**src/rtl/mdio_mgmt_pkg.sv**
```systemverilog
package mdio_mgmt_pkg;

    localparam int MGMT_DATA_W = 16;
    localparam int MGMT_FLD_W  = 5;
    localparam int RANGE_W     = 3;
    localparam int DIV_W       = 8;

    typedef struct packed {
        logic                  wr;
        logic [RANGE_W-1:0]    range;
        logic [MGMT_FLD_W-1:0] regn;
        logic [MGMT_FLD_W-1:0] phy;
    } mgmt_cmd_t;

    // Clock-range code to divisor; unknown codes reuse the code-0 divisor.
    function automatic logic [DIV_W-1:0] range_divisor(input logic [RANGE_W-1:0] code);
        logic [DIV_W-1:0] d;
        case (code)
            3'd1:    d = DIV_W'(62);
            3'd2:    d = DIV_W'(16);
            3'd3:    d = DIV_W'(26);
            3'd4:    d = DIV_W'(102);
            3'd5:    d = DIV_W'(124);
            default: d = DIV_W'(42);
        endcase
        return d;
    endfunction

endpackage

```
**src/rtl/mdio_regs.sv**
```systemverilog
module mdio_regs
    import mdio_mgmt_pkg::*;
#(
    parameter int ADDR_W = 8,
    parameter int BUS_W  = 32,
    parameter logic [ADDR_W-1:0] CMD_OFS  = 8'h10,
    parameter logic [ADDR_W-1:0] DATA_OFS = 8'h14
) (
    input  logic                   clk,
    input  logic                   rst_n,
    input  logic                   bus_sel,
    input  logic                   bus_we,
    input  logic [ADDR_W-1:0]      bus_addr,
    input  logic [BUS_W-1:0]       bus_wdata,
    output logic [BUS_W-1:0]       bus_rdata,
    input  logic                   done_i,
    input  logic [MGMT_DATA_W-1:0] rx_data_i,
    output logic                   start_o,
    output mgmt_cmd_t              launch_cmd_o,
    output logic [MGMT_DATA_W-1:0] data_o,
    output mgmt_cmd_t              cmd_o,
    output logic                   busy_o
);

    typedef struct packed {
        logic                   busy;
        mgmt_cmd_t              cmd;
        logic [MGMT_DATA_W-1:0] data;
    } regs_t;

    regs_t q, d;
    logic  cmd_hit, data_hit;
    mgmt_cmd_t wr_fields;

    always_comb begin
        cmd_hit  = bus_sel && bus_we && (bus_addr == CMD_OFS);
        data_hit = bus_sel && bus_we && (bus_addr == DATA_OFS);

        wr_fields.wr    = bus_wdata[1];
        wr_fields.range = bus_wdata[4:2];
        wr_fields.regn  = bus_wdata[10:6];
        wr_fields.phy   = bus_wdata[15:11];

        d       = q;
        start_o = 1'b0;
        if (q.busy) begin
            if (done_i) begin
                d.busy = 1'b0;
                if (!q.cmd.wr) begin
                    d.data = rx_data_i;
                end
            end
        end else begin
            if (cmd_hit) begin
                d.cmd   = wr_fields;
                d.busy  = bus_wdata[0];
                start_o = bus_wdata[0];
            end
            if (data_hit) begin
                d.data = bus_wdata[MGMT_DATA_W-1:0];
            end
        end

        bus_rdata = '0;
        if (bus_sel && !bus_we) begin
            if (bus_addr == CMD_OFS) begin
                bus_rdata[0]     = q.busy;
                bus_rdata[1]     = q.cmd.wr;
                bus_rdata[4:2]   = q.cmd.range;
                bus_rdata[10:6]  = q.cmd.regn;
                bus_rdata[15:11] = q.cmd.phy;
            end else if (bus_addr == DATA_OFS) begin
                bus_rdata[MGMT_DATA_W-1:0] = q.data;
            end
        end
    end

    always_ff @(posedge clk) begin
        if (!rst_n) begin
            q <= '0;
        end else begin
            q <= d;
        end
    end

    assign launch_cmd_o = wr_fields;
    assign data_o       = q.data;
    assign cmd_o        = q.cmd;
    assign busy_o       = q.busy;


    cmd_locked_chk: assert property (@(posedge clk) disable iff (!rst_n)
        (q.busy && cmd_hit) |=> $stable(q.cmd));


    data_locked_chk: assert property (@(posedge clk) disable iff (!rst_n)
        (q.busy && !done_i) |=> $stable(q.data));


    busy_end_chk: assert property (@(posedge clk) disable iff (!rst_n)
        $fell(q.busy) |-> $past(done_i));

endmodule

```
**src/rtl/mdio_clkdiv.sv**
```systemverilog
module mdio_clkdiv
    import mdio_mgmt_pkg::*;
(
    input  logic             clk,
    input  logic             rst_n,
    input  logic             run_i,
    input  logic [DIV_W-1:0] div_i,
    output logic             mdc_o,
    output logic             rise_o,
    output logic             fall_o
);

    typedef struct packed {
        logic [DIV_W-1:0] cnt;
        logic             mdc;
    } div_t;

    div_t q, d;
    logic [DIV_W-1:0] half_m1;
    logic [DIV_W-1:0] full_m1;

    always_comb begin
        half_m1 = (div_i >> 1) - DIV_W'(1);
        full_m1 = div_i - DIV_W'(1);
        rise_o  = run_i && (q.cnt == half_m1);
        fall_o  = run_i && (q.cnt == full_m1);

        d = q;
        if (!run_i) begin
            d.cnt = '0;
            d.mdc = 1'b0;
        end else if (fall_o) begin
            d.cnt = '0;
            d.mdc = 1'b0;
        end else begin
            d.cnt = q.cnt + DIV_W'(1);
            if (rise_o) begin
                d.mdc = 1'b1;
            end
        end
    end

    always_ff @(posedge clk) begin
        if (!rst_n) begin
            q <= '0;
        end else begin
            q <= d;
        end
    end

    assign mdc_o = q.mdc;


    mdc_tick_only_chk: assert property (@(posedge clk) disable iff (!rst_n)
        (run_i && !rise_o && !fall_o) |=> $stable(q.mdc));


    mdc_parked_chk: assert property (@(posedge clk) disable iff (!rst_n)
        !run_i |=> !q.mdc);

endmodule

```
**src/rtl/mdio_frame_seq.sv**
```systemverilog
module mdio_frame_seq
    import mdio_mgmt_pkg::*;
#(
    parameter int PRE_LEN = 32
) (
    input  logic                   clk,
    input  logic                   rst_n,
    input  logic                   start_i,
    input  mgmt_cmd_t              cmd_i,
    input  logic [MGMT_DATA_W-1:0] wdata_i,
    input  logic                   rise_i,
    input  logic                   fall_i,
    input  logic                   mdio_i,
    output logic                   active_o,
    output logic                   done_o,
    output logic [MGMT_DATA_W-1:0] rx_o,
    output logic                   mdio_o,
    output logic                   mdio_oe_o
);

    localparam int FRAME_LEN = PRE_LEN + 32;
    localparam int IDX_W     = $clog2(FRAME_LEN);
    localparam logic [IDX_W-1:0] LAST_IDX = IDX_W'(FRAME_LEN - 1);
    localparam logic [IDX_W-1:0] TA_IDX   = IDX_W'(FRAME_LEN - MGMT_DATA_W - 2);
    localparam logic [IDX_W-1:0] DAT_IDX  = IDX_W'(FRAME_LEN - MGMT_DATA_W);

    typedef struct packed {
        logic                   active;
        logic                   rd;
        logic [IDX_W-1:0]       idx;
        logic [FRAME_LEN-1:0]   sh;
        logic [MGMT_DATA_W-1:0] rx;
        logic                   mo;
        logic                   oe;
    } seq_t;

    seq_t q, d;
    logic [FRAME_LEN-1:0] frame;
    logic [IDX_W-1:0]     nxt_idx;

    always_comb begin
        frame = {{PRE_LEN{1'b1}}, 2'b01,
                 (cmd_i.wr ? 2'b01 : 2'b10),
                 cmd_i.phy, cmd_i.regn,
                 (cmd_i.wr ? 2'b10 : 2'b00),
                 (cmd_i.wr ? wdata_i : {MGMT_DATA_W{1'b0}})};
        nxt_idx = q.idx + IDX_W'(1);

        d      = q;
        done_o = 1'b0;
        if (!q.active) begin
            if (start_i) begin
                d.active = 1'b1;
                d.rd     = !cmd_i.wr;
                d.idx    = '0;
                d.sh     = frame;
                d.mo     = frame[FRAME_LEN-1];
                d.oe     = 1'b1;
                d.rx     = '0;
            end
        end else begin
            if (rise_i && q.rd && (q.idx >= DAT_IDX)) begin
                d.rx = {q.rx[MGMT_DATA_W-2:0], mdio_i};
            end
            if (fall_i) begin
                if (q.idx == LAST_IDX) begin
                    done_o   = 1'b1;
                    d.active = 1'b0;
                    d.mo     = 1'b0;
                    d.oe     = 1'b0;
                end else begin
                    d.idx = nxt_idx;
                    d.sh  = q.sh << 1;
                    d.mo  = q.sh[FRAME_LEN-2];
                    d.oe  = !(q.rd && (nxt_idx >= TA_IDX));
                end
            end
        end
    end

    always_ff @(posedge clk) begin
        if (!rst_n) begin
            q <= '0;
        end else begin
            q <= d;
        end
    end

    assign active_o  = q.active;
    assign rx_o      = q.rx;
    assign mdio_o    = q.mo;
    assign mdio_oe_o = q.oe;


    bit_hold_chk: assert property (@(posedge clk) disable iff (!rst_n)
        (q.active && !fall_i) |=> ($stable(q.mo) && $stable(q.idx)));


    read_release_chk: assert property (@(posedge clk) disable iff (!rst_n)
        (q.active && q.rd && (q.idx >= TA_IDX)) |-> !q.oe);


    write_drive_chk: assert property (@(posedge clk) disable iff (!rst_n)
        (q.active && !q.rd) |-> q.oe);

endmodule

```
**src/rtl/mdio_mgmt_ctrl.sv**
```systemverilog
module mdio_mgmt_ctrl
    import mdio_mgmt_pkg::*;
#(
    parameter int ADDR_W  = 8,
    parameter int BUS_W   = 32,
    parameter int PRE_LEN = 32
) (
    input  logic              clk,
    input  logic              rst_n,
    input  logic              bus_sel,
    input  logic              bus_we,
    input  logic [ADDR_W-1:0] bus_addr,
    input  logic [BUS_W-1:0]  bus_wdata,
    output logic [BUS_W-1:0]  bus_rdata,
    output logic              mdc,
    output logic              mdio_o,
    output logic              mdio_oe,
    input  logic              mdio_i
);

    logic                   start, done, active, busy, rise, fall;
    mgmt_cmd_t              launch_cmd, cmd_q;
    logic [MGMT_DATA_W-1:0] data_q, rx_data;
    logic [DIV_W-1:0]       div_sel;

    mdio_regs #(
        .ADDR_W (ADDR_W),
        .BUS_W  (BUS_W)
    ) u_regs (
        .clk          (clk),
        .rst_n        (rst_n),
        .bus_sel      (bus_sel),
        .bus_we       (bus_we),
        .bus_addr     (bus_addr),
        .bus_wdata    (bus_wdata),
        .bus_rdata    (bus_rdata),
        .done_i       (done),
        .rx_data_i    (rx_data),
        .start_o      (start),
        .launch_cmd_o (launch_cmd),
        .data_o       (data_q),
        .cmd_o        (cmd_q),
        .busy_o       (busy)
    );

    assign div_sel = range_divisor(cmd_q.range);

    mdio_clkdiv u_div (
        .clk    (clk),
        .rst_n  (rst_n),
        .run_i  (active),
        .div_i  (div_sel),
        .mdc_o  (mdc),
        .rise_o (rise),
        .fall_o (fall)
    );

    mdio_frame_seq #(
        .PRE_LEN (PRE_LEN)
    ) u_seq (
        .clk       (clk),
        .rst_n     (rst_n),
        .start_i   (start),
        .cmd_i     (launch_cmd),
        .wdata_i   (data_q),
        .rise_i    (rise),
        .fall_i    (fall),
        .mdio_i    (mdio_i),
        .active_o  (active),
        .done_o    (done),
        .rx_o      (rx_data),
        .mdio_o    (mdio_o),
        .mdio_oe_o (mdio_oe)
    );


    idle_quiet_chk: assert property (@(posedge clk) disable iff (!rst_n)
        !busy |-> (!mdio_oe && !mdc));


    busy_tracks_frame_chk: assert property (@(posedge clk) disable iff (!rst_n)
        busy == active);

endmodule

```
**config.mk**
```make
export PLATFORM = sky130hd
export DESIGN_NAME = mdio_mgmt_ctrl
export DESIGN_NICKNAME = d
export VERILOG_FILES = /design/src/rtl/mdio_mgmt_pkg.sv /design/src/rtl/mdio_regs.sv /design/src/rtl/mdio_clkdiv.sv /design/src/rtl/mdio_frame_seq.sv /design/src/rtl/mdio_mgmt_ctrl.sv
export SDC_FILE = /design/constraint.sdc
export NUM_CORES = 1
export LEC_CHECK = 0
export BUFFER_PORTS_ARGS = -buffer_cell sky130_fd_sc_hd__buf_2
export CORE_MARGIN = 4
export CORE_UTILIZATION = 53
export DETAILED_ROUTE_END_ITERATION = 12
export GPL_ROUTABILITY_DRIVEN = 0
export HOLD_SLACK_MARGIN = 0.12
export PLACE_DENSITY = 0.82
export SLEW_MARGIN = 10
export SYNTH_ARGS = -nofsm -noshare
export SYNTH_HDL_FRONTEND = slang
export SYNTH_HIERARCHICAL = 1
export SYNTH_SLANG_ARGS = --single-unit
```
**constraint.sdc**
```tcl
create_clock -name clk -period 4.16 [get_ports clk]
set_input_delay 0.416 -clock clk [delete_from_list [all_inputs] [get_ports clk]]
set_output_delay 0.416 -clock clk [all_outputs]
set_load 0.005 [all_outputs]
```
==> impl_metrics.ini, run 1 <==
[routing]
routed_wl_um = 15000
wire_per_inst_um = 15.8
first_iter_violations = 323
drc = 0
vias_per_cell = 5.77
vias = 5460
ant_nets = 0
first_pass_iters = 5

[clocking]
cts_hold_buf = 0
clockBufferDepth = 2
cts_setup_buffers = 0
cts.reportedPaths.clkPinSlew_ns = 0.06
numCtsBuffers = 17
cts_tree = done
ctsResizeCount = 0
clk_latency_ns = 0.42
cts.sinks = 129
cts-root-buf = clkbuf_16
htree_num_levels = 4

[synthesis]
synth_cells = 769
syn_area_um2 = 6680
syn_area_per_cell_um2 = 8.68
yosys_warnings = 6

[worst_setup_path]
cpMostUsedCell = inv_1
critical_path_buf_inv_count = 3
cp_slowest_cell = a2111oi_4
endpoint_kind = register
cp_max_fo = 26
max_stage_delay_ns = 0.38
timing.rr.end = u_seq/q[49]$_SDFFE_PN0P_
crit_start = u_regs/cmd_o[11]$_SDFFE_PN0P_
path_cells = inv_1 > ha_1 > a211o_1 > inv_1 > ha_2 > a21boi_4 > nand4b_1 > a41o_1 > a2111oi_4 > and2_1 > o21ai_2 > buf_4 > nand3_1 > a21oi_1
ff2ff_path_depth = 14
rr_startpoint = u_regs/cmd_o[11]$_SDFFE_PN0P_
critical_path_class = reg -> reg
reg2reg_slack_ns = 0.37
critPathTopFamily = compound AO/OA/AOI/OAI gates
cp.required_ns = 4.44
start_kind = register
cp.arrival_ns = 4.06

[worst_hold_path]
min_to = u_seq/rx_o[0]$_SDFFE_PN0P_
hp-start = mdio_i
min_path_cells = 3
hp-class = in -> reg

[pwr]
pwr-share-seq_pct = 45.0
p_sw_w = 0.000609
totalPowerFinal_w = 0.00275
swShare_pct = 22.2
internal_power_w = 0.00214
pwr-share-clk_pct = 52.3
vdd.ir_drop.worst_v = 0.000297
combPwrFrac_pct = 2.7
p_leak_nw = 2.74
power-per-cell-area_nw_per_um2 = 380

[timing]
rsz0062_at_grt = no
max_slew_margin_pct = 38.7
hold_viol = 0
fin_setup_tns_ns = 0
slew_viol_final = 0
fin_crit_sh_pct = 91.0
finalClockSkew_ns = 0.0118
worstMarginPinSlew_ns = 0.913
finalSetupViolations = 0
max_freq_mhz = 264
min_period_ns = 3.79

[global_routing]
grt.overflow.total = 0
antenna_found_initial = 0
grt_pass1_vias = 5229
grt_start_max_net_pins = 47
grt_pass1_wl_um = 25400
grtUsageTotal_pct = 21.5

[job]
maxCapViolCount = 0

[floorplan]
dieArea_um2 = 14500
start_util_pct = 54.9
die_y_um = 120
chipWidth_um = 120
core_um2 = 12200
ios = 80
rows = 40

[placed_design]
dpl.hpwl_um = 9340
port_buffers = 47

[finish]
fillers = 1026
diodes = 0
drive_gt1_share_pct = 18.9
nets = 821
area_growth_pct = 8.26

[run_status]
run_status = completed
## per-stage QoR
stage	std cells	utilization [%]	hold slack, ns	instance area, um2	setup WS [ns]
global placement	917	54.7	0.439	6660	0.440
finish	947	59.4	0.242	7230	0.375
global route	947	59.4	0.259	7230	0.0401
CTS	947	59.4	0.227	7220	0.293
floorplan	789	-	0.432	6750	0.203
detailed placement	917	54.7	0.444	6660	0.340
## flip-flops by register name, indices dropped and copies added, names as in the netlist
| register | cells |
|---|---|
| u_seq/q | 70 |
| u_regs/data_o | 16 |
| u_seq/rx_o | 16 |
| u_regs/cmd_o | 14 |
| u_div/q | 8 |
| u_div/mdc_o | 1 |
| u_regs/busy_o | 1 |
| u_seq/active_o | 1 |
| u_seq/mdio_o | 1 |
| u_seq/mdio_oe_o | 1 |
## area by class of cell
| cell class | count | area, um2 | area share (%) |
|---|---|---|---|
| clock buffer | 18 | 429 | 5.94 |
| inverter | 9 | 33.8 | 0.467 |
| sequential | 129 | 2580 | 35.7 |
| tap | 168 | 210 | 2.91 |
| timing repair buffer | 65 | 370 | 5.12 |
| multi-input combinational | 546 | 3470 | 47.9 |
| clock inverter | 12 | 136 | 1.89 |
## cells in the final DEF, fill, tap and decap left out, types with 7 or more instances in the layout
cell,n
nor2_1,76
inv_1,8
o31ai_1,17
buf_4,18
dfxtp_1,129
a21oi_1,40
a22oi_1,13
nor3_1,78
xnor2_1,12
clkbuf_16,17
a221o_1,10
and3_1,13
xor2_1,12
a21boi_2,10
a21oi_2,11
ha_1,7
buf_2,47
nand3_1,35
nand2_2,11
nand2_1,48
a211oi_1,15
conb_1,22
mux2i_1,32
## how the worst max path moves through the flow
stage | endpoint | slack, ns | cells past startpoint
after floorplan | u_regs/data_o[10]$_SDFFE_PN0P_ | 0.20 | 16
after detailed placement | u_regs/data_o[4]$_SDFFE_PN0P_ | 0.34 | 16
after CTS | u_regs/data_o[0]$_SDFFE_PN0P_ | 0.29 | 16
final | u_seq/q[49]$_SDFFE_PN0P_ | 0.37 | 14
after global routing | u_regs/data_o[2]$_SDFFE_PN0P_ | 0.04 | 16
after global placement | u_regs/data_o[3]$_SDFFE_PN0P_ | 0.44 | 16
## worst min-delay path, cell delays in order
cell and delay [ns]:
buf_2 0.10, nand2_1 0.05, a21oi_1 0.05
## layer usage
layer	track usage, %	up-vias	share of wire, %
li1	-	2668	-
met1	27.0	2614	44
met3	4.44	12	5.7
met4	7.22	0	1.0
met2	36.7	166	49
met5	0	-	0
## power groups by stage
stage,Sequential (W),Combinational [W],Clock (W)
after floorplan,0.00126,0.0000631,0
after global placement,0.00126,0.0000705,0
after detailed placement,0.00126,0.0000710,0
after CTS,0.00124,0.0000718,0.00145
after global routing,0.00124,0.0000794,0.00151
final,0.00124,0.0000732,0.00144
No activity file was read; power rests on OpenSTA's default activity.
==> run 2: changes to the inputs <==
==> constraint.sdc (replaced) <==
create_clock -name clk -period 4.16 [get_ports clk]
set_input_delay 0.208 -clock clk [delete_from_list [all_inputs] [get_ports clk]]
set_output_delay 0.208 -clock clk [all_outputs]
set_load 0.005 [all_outputs]
==> run 2 against run 1 <==
Die area stayed put. Clock skew decreased by 0.0042 ns. Routed wire length shrank 0.39%. Hold slack worse by 0.074 ns. Sequential power barely moved. First-iteration DRC count grew 5.0%. Utilization rose by 1.6 points. Cell count rose by 1.7%.
==> impl_metrics.ini, run 2 (synthesis results as in run 1) <==
[timing]
finalClockSkew_ns = 0.00767
worstMarginPinSlew_ns = 0.941
rsz0062_at_grt = no
fin_crit_sh_pct = 91.5
max_slew_margin_pct = 36.8
max_freq_mhz = 263
min_period_ns = 3.81
hold_viol = 0
slew_viol_final = 0
finalSetupViolations = 0
fin_setup_tns_ns = 0

[pwr]
vdd.ir_drop.worst_v = 0.000298
totalPowerFinal_w = 0.00286
power-per-cell-area_nw_per_um2 = 385
p_leak_nw = 2.82

[finish]
fillers = 1026
final_cell_mix = dfxtp_1 (129), nor3_1 (78), nor2_1 (76)
nets = 835
diodes = 0
drive_gt1_share_pct = 18.5
largest_register_ffs = 70
post_layout_nonfiller_instances = 963
area_growth_pct = 11.1
mostFrequentLayoutCell = dfxtp_1
largest-register = u_seq/q

[worst_setup_path]
start_kind = register
cp_slowest_cell = a211o_1
endpoint_kind = register
reg2reg_slack_ns = 0.35
cp_max_fo = 16
cp.required_ns = 4.44
max_stage_delay_ns = 0.34
critical_path_class = reg -> reg
path_cells = inv_1 > ha_1 > a211o_1 > inv_1 > ha_2 > a21boi_4 > nand4b_1 > a41o_1 > a2111oi_4 > nand2_1 > nor2_1 > nand2_1 > nor2_1 > or2_1 > buf_4 > a21oi_1
cp.arrival_ns = 4.08

[clocking]
numCtsBuffers = 17
htree_num_levels = 4
cts.reportedPaths.clkPinSlew_ns = 0.06
cts.sinks = 129
cts-root-buf = clkbuf_16
clockBufferDepth = 2
clk_latency_ns = 0.41
cts_tree = done

[placed_design]
port_buffers = 47
dp_cells = 916
dpl.hpwl_um = 9280

[routing]
drc = 0
routed_wl_um = 14900
wire_per_inst_um = 15.5
vias_per_cell = 5.74
first_pass_iters = 5
vias = 5524
first_iter_violations = 339
ant_nets = 0

[floorplan]
rows = 40
ios = 80
core_um2 = 12200
chipWidth_um = 120
die_y_um = 120
start_util_pct = 54.9
dieArea_um2 = 14500

[global_routing]
grt_pass1_vias = 5254
grt_start_max_net_pins = 47
grt_pass1_wl_um = 25500
grtUsageTotal_pct = 21.3
grt.overflow.total = 0
antenna_found_initial = 0

[job]
maxCapViolCount = 0

[run_status]
run_status = completed

[worst_hold_path]
hp-class = in -> reg
run 2: cell types whose count changed in the layout (fill, tap and decap cells not counted), sizes merged:
| cell | change |
|---|---|
| bufinv | +1 |
| dlygate4sd3 | +15 |
| buf | -1 |
| clkinvlp | -1 |
| clkinv | -1 |
| clkbuf | +3 |
run 2: critical path, delay by kind of cell, from the launching register on:
family          cells  cell delay [ns]
compound gates      5             1.33
buf+inv             3             0.48
simple gates        6             0.94
flops               1             0.33
fa+ha+maj           2             0.60
run 2: area by class of cell:
cell class	instances	area (um2)	share of cell area, %
tap	168	210	2.83
clock inverter	11	154	2.07
clock buffer	21	460	6.21
inverter	9	33.8	0.455
multi-input combinational	546	3460	46.7
timing repair buffer	79	513	6.92
sequential	129	2580	34.8
run 2: metrics by stage:
| step | area, um2 | hold slack (ns) | util, % | setup WS [ns] |
|---|---|---|---|---|
| 2_1_floorplan | 6750 | 0.344 | - | 0.203 |
| 4_1_cts | 7410 | 0.130 | 61.0 | 0.253 |
| 5_1_grt | 7420 | 0.165 | 61.0 | 0.0415 |
| 3_3_place_gp | 6650 | 0.440 | 54.7 | 0.415 |
| 3_5_place_dp | 6650 | 0.442 | 54.7 | 0.313 |
| 6_report | 7420 | 0.168 | 61.0 | 0.355 |
run 2: final timing paths:
path / start / end / cells past startpoint
hold / removal: bus_wdata[0] / u_regs/data_o[0]$_SDFFE_PN0P_ / 3
setup reg to reg: u_regs/cmd_o[11]$_SDFFE_PN0P_ / u_regs/data_o[5]$_SDFFE_PN0P_ / 16
setup / recovery: u_regs/cmd_o[11]$_SDFFE_PN0P_ / u_regs/data_o[5]$_SDFFE_PN0P_ / 16
hold reg to reg: u_regs/cmd_o[5]$_SDFFE_PN0P_ / u_regs/cmd_o[5]$_SDFFE_PN0P_ / 2
run 2: routing by layer:
layer	up-vias	track usage, %	part of all wire [%]
met3	27	4.54	5.7
met5	-	0	0
met2	181	34.6	48
met1	2618	28.0	44
li1	2698	-	-
met4	0	7.44	1.6
run 2: what timing repair did:
action,CTS,global route
buffers inserted,0,0
hold buffers,15,0
resized for setup,0,2
setup endpoints to repair,0,8
endpoints found under the hold margin,17,0
run 2: power breakdown:
part / internal (W) / switching (W) / total [W]
Combinational: 0.0000336 / 0.0000510 / 0.0000846
Clock: 0.000980 / 0.000554 / 0.00153
Sequential: 0.00124 / 0.000000462 / 0.00124
